`src/rtl/bar_window_remap_pkg.sv`:
```
package bar_window_remap_pkg;

  // Classification of an incoming host offset
  typedef enum logic [1:0] {
    RGN_FIXED   = 2'd0,
    RGN_CTRL    = 2'd1,
    RGN_WINDOW  = 2'd2,
    RGN_BLOCKED = 2'd3
  } region_e;

  // Sequencer state
  typedef enum logic {
    ST_IDLE = 1'b0,
    ST_WAIT = 1'b1
  } seq_state_e;

  // One-cycle strobes from the control to the datapath
  typedef struct packed {
    logic launch;       // issue an internal request next cycle
    logic launchWrite;  // that request is a write
    logic ctrlWrite;    // load the select register
    logic respCtrl;     // answer with the select register contents
    logic respBlocked;  // answer with the blocked-read pattern
    logic captureMem;   // answer with the internal read data
  } strobe_t;

endpackage

```
`src/rtl/bar_window_ctrl.sv`:
```
module bar_window_ctrl
  import bar_window_remap_pkg::*;
(
  input  logic    clk,
  input  logic    rstN,
  input  logic    hostValid,
  input  logic    hostWrite,
  input  region_e region,
  input  logic    memRvalid,
  output logic    hostReady,
  output strobe_t strobe
);

  seq_state_e state, stateNext;
  logic accept;

  assign hostReady = (state == ST_IDLE);
  assign accept    = hostValid && hostReady;

  always_comb begin
    strobe             = '0;
    strobe.launch      = accept && (region == RGN_FIXED || region == RGN_WINDOW);
    strobe.launchWrite = strobe.launch && hostWrite;
    strobe.ctrlWrite   = accept && (region == RGN_CTRL) && hostWrite;
    strobe.respCtrl    = accept && (region == RGN_CTRL) && !hostWrite;
    strobe.respBlocked = accept && (region == RGN_BLOCKED) && !hostWrite;
    strobe.captureMem  = (state == ST_WAIT) && memRvalid;
  end

  always_comb begin
    stateNext = state;
    unique case (state)
      ST_IDLE: if (strobe.launch && !hostWrite) stateNext = ST_WAIT;
      ST_WAIT: if (memRvalid) stateNext = ST_IDLE;
      default: stateNext = ST_IDLE;
    endcase
  end

  always_ff @(posedge clk) begin
    if (!rstN) state <= ST_IDLE;
    else       state <= stateNext;
  end

endmodule

```
`src/rtl/bar_window_datapath.sv`:
```
module bar_window_datapath
  import bar_window_remap_pkg::*;
#(
  parameter int                   OFFSET_W    = 20,
  parameter int                   INT_ADDR_W  = 25,
  parameter int                   DATA_W      = 32,
  parameter logic [OFFSET_W-1:0]  CTRL_OFFSET = 20'h310C,
  parameter logic [DATA_W-1:0]    DEAD_WORD   = 32'hDEADBEEF
) (
  input  logic                  clk,
  input  logic                  rstN,
  input  strobe_t               strobe,
  input  logic [OFFSET_W-1:0]   hostOffset,
  input  logic [DATA_W-1:0]     hostWdata,
  input  logic [DATA_W-1:0]     memRdata,
  output region_e               region,
  output logic                  hostRvalid,
  output logic [DATA_W-1:0]     hostRdata,
  output logic                  memReq,
  output logic                  memWrite,
  output logic [INT_ADDR_W-1:0] memAddr,
  output logic [DATA_W-1:0]     memWdata,
  output logic                  winEnable,
  output logic [INT_ADDR_W-OFFSET_W:0] winValue
);

  localparam int FIXED_W = OFFSET_W - 1;            // bits kept inside one slice
  localparam int WIN_W   = INT_ADDR_W - FIXED_W;    // slice-select width
  localparam int WORD_W  = OFFSET_W - 2;            // word index width
  localparam logic [WORD_W-1:0] CTRL_WORD = CTRL_OFFSET[OFFSET_W-1:2];

  logic                  upperHalf;
  logic [WORD_W-1:0]     wordIdx;
  logic [WIN_W-1:0]      addrPrefix;
  logic [INT_ADDR_W-1:0] transAddr;
  logic [DATA_W-1:0]     ctrlReadWord;
  logic                  unusedLowBits;

  assign unusedLowBits = ^hostOffset[1:0];
  assign upperHalf     = hostOffset[OFFSET_W-1];
  assign wordIdx       = hostOffset[OFFSET_W-1:2];

  // Region decode
  always_comb begin
    if (upperHalf)                region = winEnable ? RGN_WINDOW : RGN_BLOCKED;
    else if (wordIdx == CTRL_WORD) region = RGN_CTRL;
    else                          region = RGN_FIXED;
  end

  // Address translation: one prefix mux, low bits shared by both halves
  always_comb begin
    addrPrefix = upperHalf ? winValue : {WIN_W{1'b0}};
    transAddr  = {addrPrefix, hostOffset[FIXED_W-1:2], 2'b00};
  end

  // Select-register read image: enable in the top bit, window at the bottom
  for (genvar b = 0; b < DATA_W; b++) begin : g_readImage
    if (b == DATA_W - 1) begin : g_en
      assign ctrlReadWord[b] = winEnable;
    end else if (b < WIN_W) begin : g_win
      assign ctrlReadWord[b] = winValue[b];
    end else begin : g_zero
      assign ctrlReadWord[b] = 1'b0;
    end
  end

  // Select register
  always_ff @(posedge clk) begin
    if (!rstN) begin
      winEnable <= 1'b0;
      winValue  <= '0;
    end else if (strobe.ctrlWrite) begin
      winEnable <= hostWdata[DATA_W-1];
      winValue  <= hostWdata[WIN_W-1:0];
    end
  end

  // Internal bus request stage
  always_ff @(posedge clk) begin
    if (!rstN) begin
      memReq   <= 1'b0;
      memWrite <= 1'b0;
      memAddr  <= '0;
      memWdata <= '0;
    end else begin
      memReq <= strobe.launch;
      if (strobe.launch) begin
        memWrite <= strobe.launchWrite;
        memAddr  <= transAddr;
        memWdata <= hostWdata;
      end
    end
  end

  // Read response stage
  always_ff @(posedge clk) begin
    if (!rstN) begin
      hostRvalid <= 1'b0;
      hostRdata  <= '0;
    end else begin
      hostRvalid <= strobe.respCtrl || strobe.respBlocked || strobe.captureMem;
      if (strobe.respCtrl)         hostRdata <= ctrlReadWord;
      else if (strobe.respBlocked) hostRdata <= DEAD_WORD;
      else if (strobe.captureMem)  hostRdata <= memRdata;
    end
  end

endmodule

```
`src/rtl/bar_window_remap.sv`:
```
module bar_window_remap
  import bar_window_remap_pkg::*;
#(
  parameter int                   OFFSET_W    = 20,
  parameter int                   INT_ADDR_W  = 25,
  parameter int                   DATA_W      = 32,
  parameter logic [OFFSET_W-1:0]  CTRL_OFFSET = 20'h310C,
  parameter logic [DATA_W-1:0]    DEAD_WORD   = 32'hDEADBEEF
) (
  input  logic                  clk,
  input  logic                  rstN,
  input  logic                  hostValid,
  output logic                  hostReady,
  input  logic                  hostWrite,
  input  logic [OFFSET_W-1:0]   hostOffset,
  input  logic [DATA_W-1:0]     hostWdata,
  output logic                  hostRvalid,
  output logic [DATA_W-1:0]     hostRdata,
  output logic                  memReq,
  output logic                  memWrite,
  output logic [INT_ADDR_W-1:0] memAddr,
  output logic [DATA_W-1:0]     memWdata,
  input  logic                  memRvalid,
  input  logic [DATA_W-1:0]     memRdata
);

  localparam int WIN_W = INT_ADDR_W - OFFSET_W + 1;

  region_e          region;
  strobe_t          strobe;
  logic             winEnable;
  logic [WIN_W-1:0] winValue;

  bar_window_ctrl u_ctrl (
    .clk       (clk),
    .rstN      (rstN),
    .hostValid (hostValid),
    .hostWrite (hostWrite),
    .region    (region),
    .memRvalid (memRvalid),
    .hostReady (hostReady),
    .strobe    (strobe)
  );

  bar_window_datapath #(
    .OFFSET_W    (OFFSET_W),
    .INT_ADDR_W  (INT_ADDR_W),
    .DATA_W      (DATA_W),
    .CTRL_OFFSET (CTRL_OFFSET),
    .DEAD_WORD   (DEAD_WORD)
  ) u_dp (
    .clk        (clk),
    .rstN       (rstN),
    .strobe     (strobe),
    .hostOffset (hostOffset),
    .hostWdata  (hostWdata),
    .memRdata   (memRdata),
    .region     (region),
    .hostRvalid (hostRvalid),
    .hostRdata  (hostRdata),
    .memReq     (memReq),
    .memWrite   (memWrite),
    .memAddr    (memAddr),
    .memWdata   (memWdata),
    .winEnable  (winEnable),
    .winValue   (winValue)
  );

endmodule

```
`config.mk`:
```
export PLATFORM = sky130hd
export DESIGN_NAME = bar_window_remap
export DESIGN_NICKNAME = d
export VERILOG_FILES = /design/src/rtl/bar_window_remap_pkg.sv /design/src/rtl/bar_window_ctrl.sv /design/src/rtl/bar_window_datapath.sv /design/src/rtl/bar_window_remap.sv
export SDC_FILE = /design/constraint.sdc
export NUM_CORES = 1
export LEC_CHECK = 0
export CAP_MARGIN = 10
export CELL_PAD_IN_SITES_DETAIL_PLACEMENT = 1
export CELL_PAD_IN_SITES_GLOBAL_PLACEMENT = 2
export CORE_ASPECT_RATIO = 1.5
export CORE_UTILIZATION = 26
export CTS_CLUSTER_SIZE = 20
export DETAILED_ROUTE_END_ITERATION = 10
export PLACE_DENSITY = 0.87
export REMOVE_ABC_BUFFERS = 1
export SLEW_MARGIN = 10
export SYNTH_ARGS = -nofsm -noshare
export SYNTH_HDL_FRONTEND = slang
export SYNTH_HIERARCHICAL = 1
export SYNTH_SLANG_ARGS = --single-unit
```
`constraint.sdc`:
```
create_clock -name clk -period 7.3 [get_ports clk]
set_input_delay 1.095 -clock clk [delete_from_list [all_inputs] [get_ports clk]]
set_output_delay 1.095 -clock clk [all_outputs]
set_load 0.02 [all_outputs]
```
Word level (Yosys, flattened, before mapping):

Index checks and enable logic that the tools add are counted.

* input port bits: 89
* RAM bits: 0
* ROM bits: 0
* bits in latches: 0
* logic and storage cells: 46
* output and inout port bits: 93
* memories: 0
* register bits after elaboration: 98

* reductions and logical operators: 19
* shift operators: 0
* muxes and demuxes: 10
* div/mod/pow operators: 0
* $add $sub $neg: 0
* bitwise operators: 2
* multiply operators: 0
* order comparisons: 0
* equal/unequal tests: 4

Operators by type and width (number)
* 32-bit 2-to-1 mux: 3
* 18-bit by 12-bit equality test with 1-bit output, second input constant: 1
* 1-bit logical AND: 10
* 6-bit 2-to-1 mux: 1
* 2-bit equality test, second input constant: 2
* 1-bit 2-to-1 mux: 4
* 1-bit logical OR: 3
* 3-bit nonzero test: 1
* 3-bit OR reduction: 1
* 2-bit by 1-bit equality test with 1-bit output, second input constant: 1
* 2-bit zero test: 1
* 2-bit 2-to-1 mux: 1
* 1-bit inverter: 2
* 1-bit one-hot mux with 2 select lines: 1
* 2-bit nonzero test: 1
* 2-bit OR reduction: 1
* 1-bit zero test: 1

Logic depth before layout (Yosys ltp):

* depth in word-level cells: 9
* gate-level depth with buffers: 11
* mapped depth without buffers: 8

Modules after synthesis:

Netlist, hierarchy kept.

Modules (own cells, without submodules)
* bar_window_datapath: area an instance 3841.2 um^2, instances 1, sequential area each 1941.9 um^2, cells each 363
* bar_window_ctrl: area an instance 117.6 um^2, instances 1, sequential area each 20.0 um^2, cells each 12

Worst setup path after synthesis:

OpenSTA, ideal clock, no wires.

* kind: input-to-reg
* start: in hostOffset[19]
* end: reg u_dp.hostRdata[14]
* data required time: 7.185 ns
* path buffers: 3
* data arrival time: 2.950 ns
* setup time: 0.115 ns
* stages on the path: 11
* slack: 4.235 ns
* path through: clkbuf_1 -> nor4b_1 -> nand3_1 -> o22ai_1 -> nand3b_4 -> nor3_1 -> nand2b_4 -> buf_6 -> or2_1 -> buf_6 -> nor2_2

RTL lines
* from (decl): RTL line bar_window_remap.sv:15 `input logic [OFFSET_W-1:0] hostOffset,`
* to (signal assigned): RTL line bar_window_datapath.sv:102 `if (strobe.respCtrl) hostRdata <= ctrlReadWord;`
* to (signal assigned): RTL line bar_window_datapath.sv:104 `else if (strobe.captureMem) hostRdata <= memRdata;`
* to (decl): RTL line bar_window_datapath.sv:18 `output logic [DATA_W-1:0] hostRdata,`

==> impl_metrics.ini <==
[synth]
yosys.cell_types.count = 35
ys_ff_latch = 98
synth_largest_area_cell = dfxtp_1
synthCells = 375
synth_top_area_share_pct = 49.6
yosysWarnings = 6
synth_seq_area_share_pct = 49.6
syn_area_um2 = 3960
ys_top_cells_by_area = dfxtp_1 (50%), mux2i_1 (18%), nor2b_1 (12%)
syn_avg_cell_area_um2 = 10.6

[clock_network]
cts_buffer_depth = 2
post_cts_resized = 0
htreeDepth = 3
clock-root-buffer = clkbuf_16
post_cts_buffers = 0
hold_buffers = 0
cts_buffers = 9
clkSinkCount = 98
path_clk_slew_ns = 0.07
clkLatencyLatePin_ns = 0.33
cts_tree = yes

[global_route]
gr-total-overflow = 0
antenna_found_initial = 0
gr-usage-all-layers_pct = 14.0
grt_max_degree = 75
grt_pass1_wl_mm = 17.2
grt_pass1_vias = 3379

[cells_and_area]
final_layout_size_suffix_gt1_share_pct = 6.46
fillers = 1704
multi_input_area_um2 = 1820
final_cell_count_no_fill = 738
layout_commonest_cell = clkdlybuf4s50_1
n_antenna_cell = 0
seqCellArea_um2 = 1960
final_cell_mix = clkdlybuf4s50_1 (176), dfxtp_1 (98), nor2b_1 (77), mux2i_1 (70), nor2_1 (19)
area_growth_pct = 54.6
nNetsFinal = 627
finish.utilization_pct = 41.5
finalInstanceArea_um2 = 6120

[pwr]
p_per_area_nw_per_um2 = 199
combinationalPowerShare_pct = 16.7
fin_total_pwr_mw = 1.22
peakVddDrop_uv = 133
p_leak_nw = 2.14
clockPowerShare_pct = 36.5
netSwitchingFraction_pct = 25.1
seq_power_share_pct = 46.8
netSwitchingPower_mw = 0.306
p_int_mw = 0.913

[timing]
finalHoldViolCount = 0
min_period_ns = 3.91
fin_crit_sh_pct = 53.6
tightestPinTransition_ns = 1.06
rsz0062_at_grt = false
max-slew-margin-rel_pct = 29.2
report.final.slew_viol_count = 0
setup-violations-final = 0
hold-worst-slack_ns = 0.491
setup_ws_ns = 3.39
max_freq_mhz = 255
fin_tns_setup_ns = 0
fin_worst_skew_ns = 0.00475

[die]
row_count = 54
die_y_um = 153
start_util_pct = 26.9
core_area_um2 = 14700
dieWidth_um = 103
ioPinCount = 182
die_area_um2 = 15700

[placed_design]
port_buffers = 177
place_ws_ns = 2.67
place_congestion = 0.699
hpwl_mm = 8.01
dp_cells = 722
placed_area_um2 = 5830

[drt]
wl_per_cell_um = 14.8
drt_first_pass_iters = 4
vias_per_cell = 4.37
routed_wl_mm = 10.9
route.detailed.drc = 0
drt_iter0_drc = 42
vias = 3227
ant_nets = 0

[critical_path]
critPathLaunchType = input pin
crit_chain = clkdlybuf4s50_1, nor4b_1, nand3_1, o22ai_1, nand3b_4, nor3_1, nand2b_4, or2_1, nor2_2
cp_slowest_cell = clkdlybuf4s50_1
cp.required_ns = 7.51
worst-setup-path-type = in -> reg
reg2reg_slack_ns = 4.97
critPathMaxStageDelay_ns = 0.67
cp_max_fo = 19
crit_buf_inv = 1
cp-end-kind = flip-flop
cp.arrival_ns = 4.13
cp_top_family = simple AND/OR/NAND/NOR gates

[run]
maxCapViolCount = 0

[run_status]
outcome = finished clean

[worst_hold_path]
min_path_type = reg -> reg
-- cells by family after synthesis --
group	share of synthesized area [%]
AOI/OAI and AO/OA	6.83
other	0.0947
buffers and inverters	5.03
DFF	49.6
and+or+nand+nor	20.5
muxes	18.0
-- sequential cells by signal, summed over array words and instances (netlist names) --
register         flops
u_dp/hostRdata      32
u_dp/memWdata       32
u_dp/memAddr        23
u_dp/winValue        6
u_ctrl/state         1
u_dp/hostRvalid      1
u_dp/memReq          1
u_dp/memWrite        1
u_dp/winEnable       1
-- cells in the mapped netlist --
library cell	n
nor2b_1	77
nand2b_4	1
o22ai_1	1
conb_1	1
a211oi_1	18
a22oi_1	1
nor2_1	19
clkbuf_2	1
buf_6	5
clkbuf_1	8
inv_1	3
nor4_1	2
o21ai_0	6
nand3_1	8
nor3b_2	1
and2_1	3
mux2i_1	70
nor3b_1	2
nand2b_1	6
buf_4	7
nor4bb_1	1
nor2_2	7
nand3b_4	1
mux2_2	1
a21boi_0	6
buf_2	8
or2_1	1
o21a_1	1
dfxtp_1	98
a21oi_1	6
o31a_1	1
nor4b_2	1
buf_1	1
nor3_1	1
nor4b_1	1
-- metal layers --
| metal | share of wire, % | track usage [%] | wire, um |
|---|---|---|---|
| met5 | 0 | 0 | 0 |
| met4 | 1.2 | 4.43 | 133 |
| met3 | 7.0 | 4.25 | 768 |
| met2 | 54 | 26.0 | 5890 |
| met1 | 38 | 14.7 | 4150 |
-- tightest hold or removal path, delay by kind of cell, from the launching register on --
family / cells / cell delay [ns]
compound gates: 1 / 0.07
flops: 1 / 0.31
simple gates: 1 / 0.06
-- area by class of cell --
cell class	instances	area share, %
clock buffer	10	3.91
timing repair buffer	181	29.5
multi-input combinational	245	29.7
tap	196	4.01
sequential	98	32.1
clock inverter	5	0.634
inverter	3	0.184
-- worst paths after layout --
check	start	to	cells after the start
worst max-delay path	hostOffset[19]	u_dp/hostRdata[22]$_SDFFE_PP0P_	9
worst min-delay path	u_dp/memAddr[23]$_SDFFE_PN0P_	u_dp/memAddr[23]$_SDFFE_PN0P_	2
worst max register to register	u_dp/winEnable$_SDFFE_PN0P_	u_dp/hostRdata[22]$_SDFFE_PP0P_	6
worst min register to register	u_dp/memAddr[23]$_SDFFE_PN0P_	u_dp/memAddr[23]$_SDFFE_PN0P_	2
-- power groups by stage --
stage	clock, mW	combinational (mW)	sequential, mW
6_report	0.445	0.203	0.570
3_5_place_dp	0	0.205	0.582
4_1_cts	0.468	0.206	0.570
3_3_place_gp	0	0.201	0.581
5_1_grt	0.488	0.218	0.573
2_1_floorplan	0	0.0659	0.608
Power figures use the tool's default switching activity.
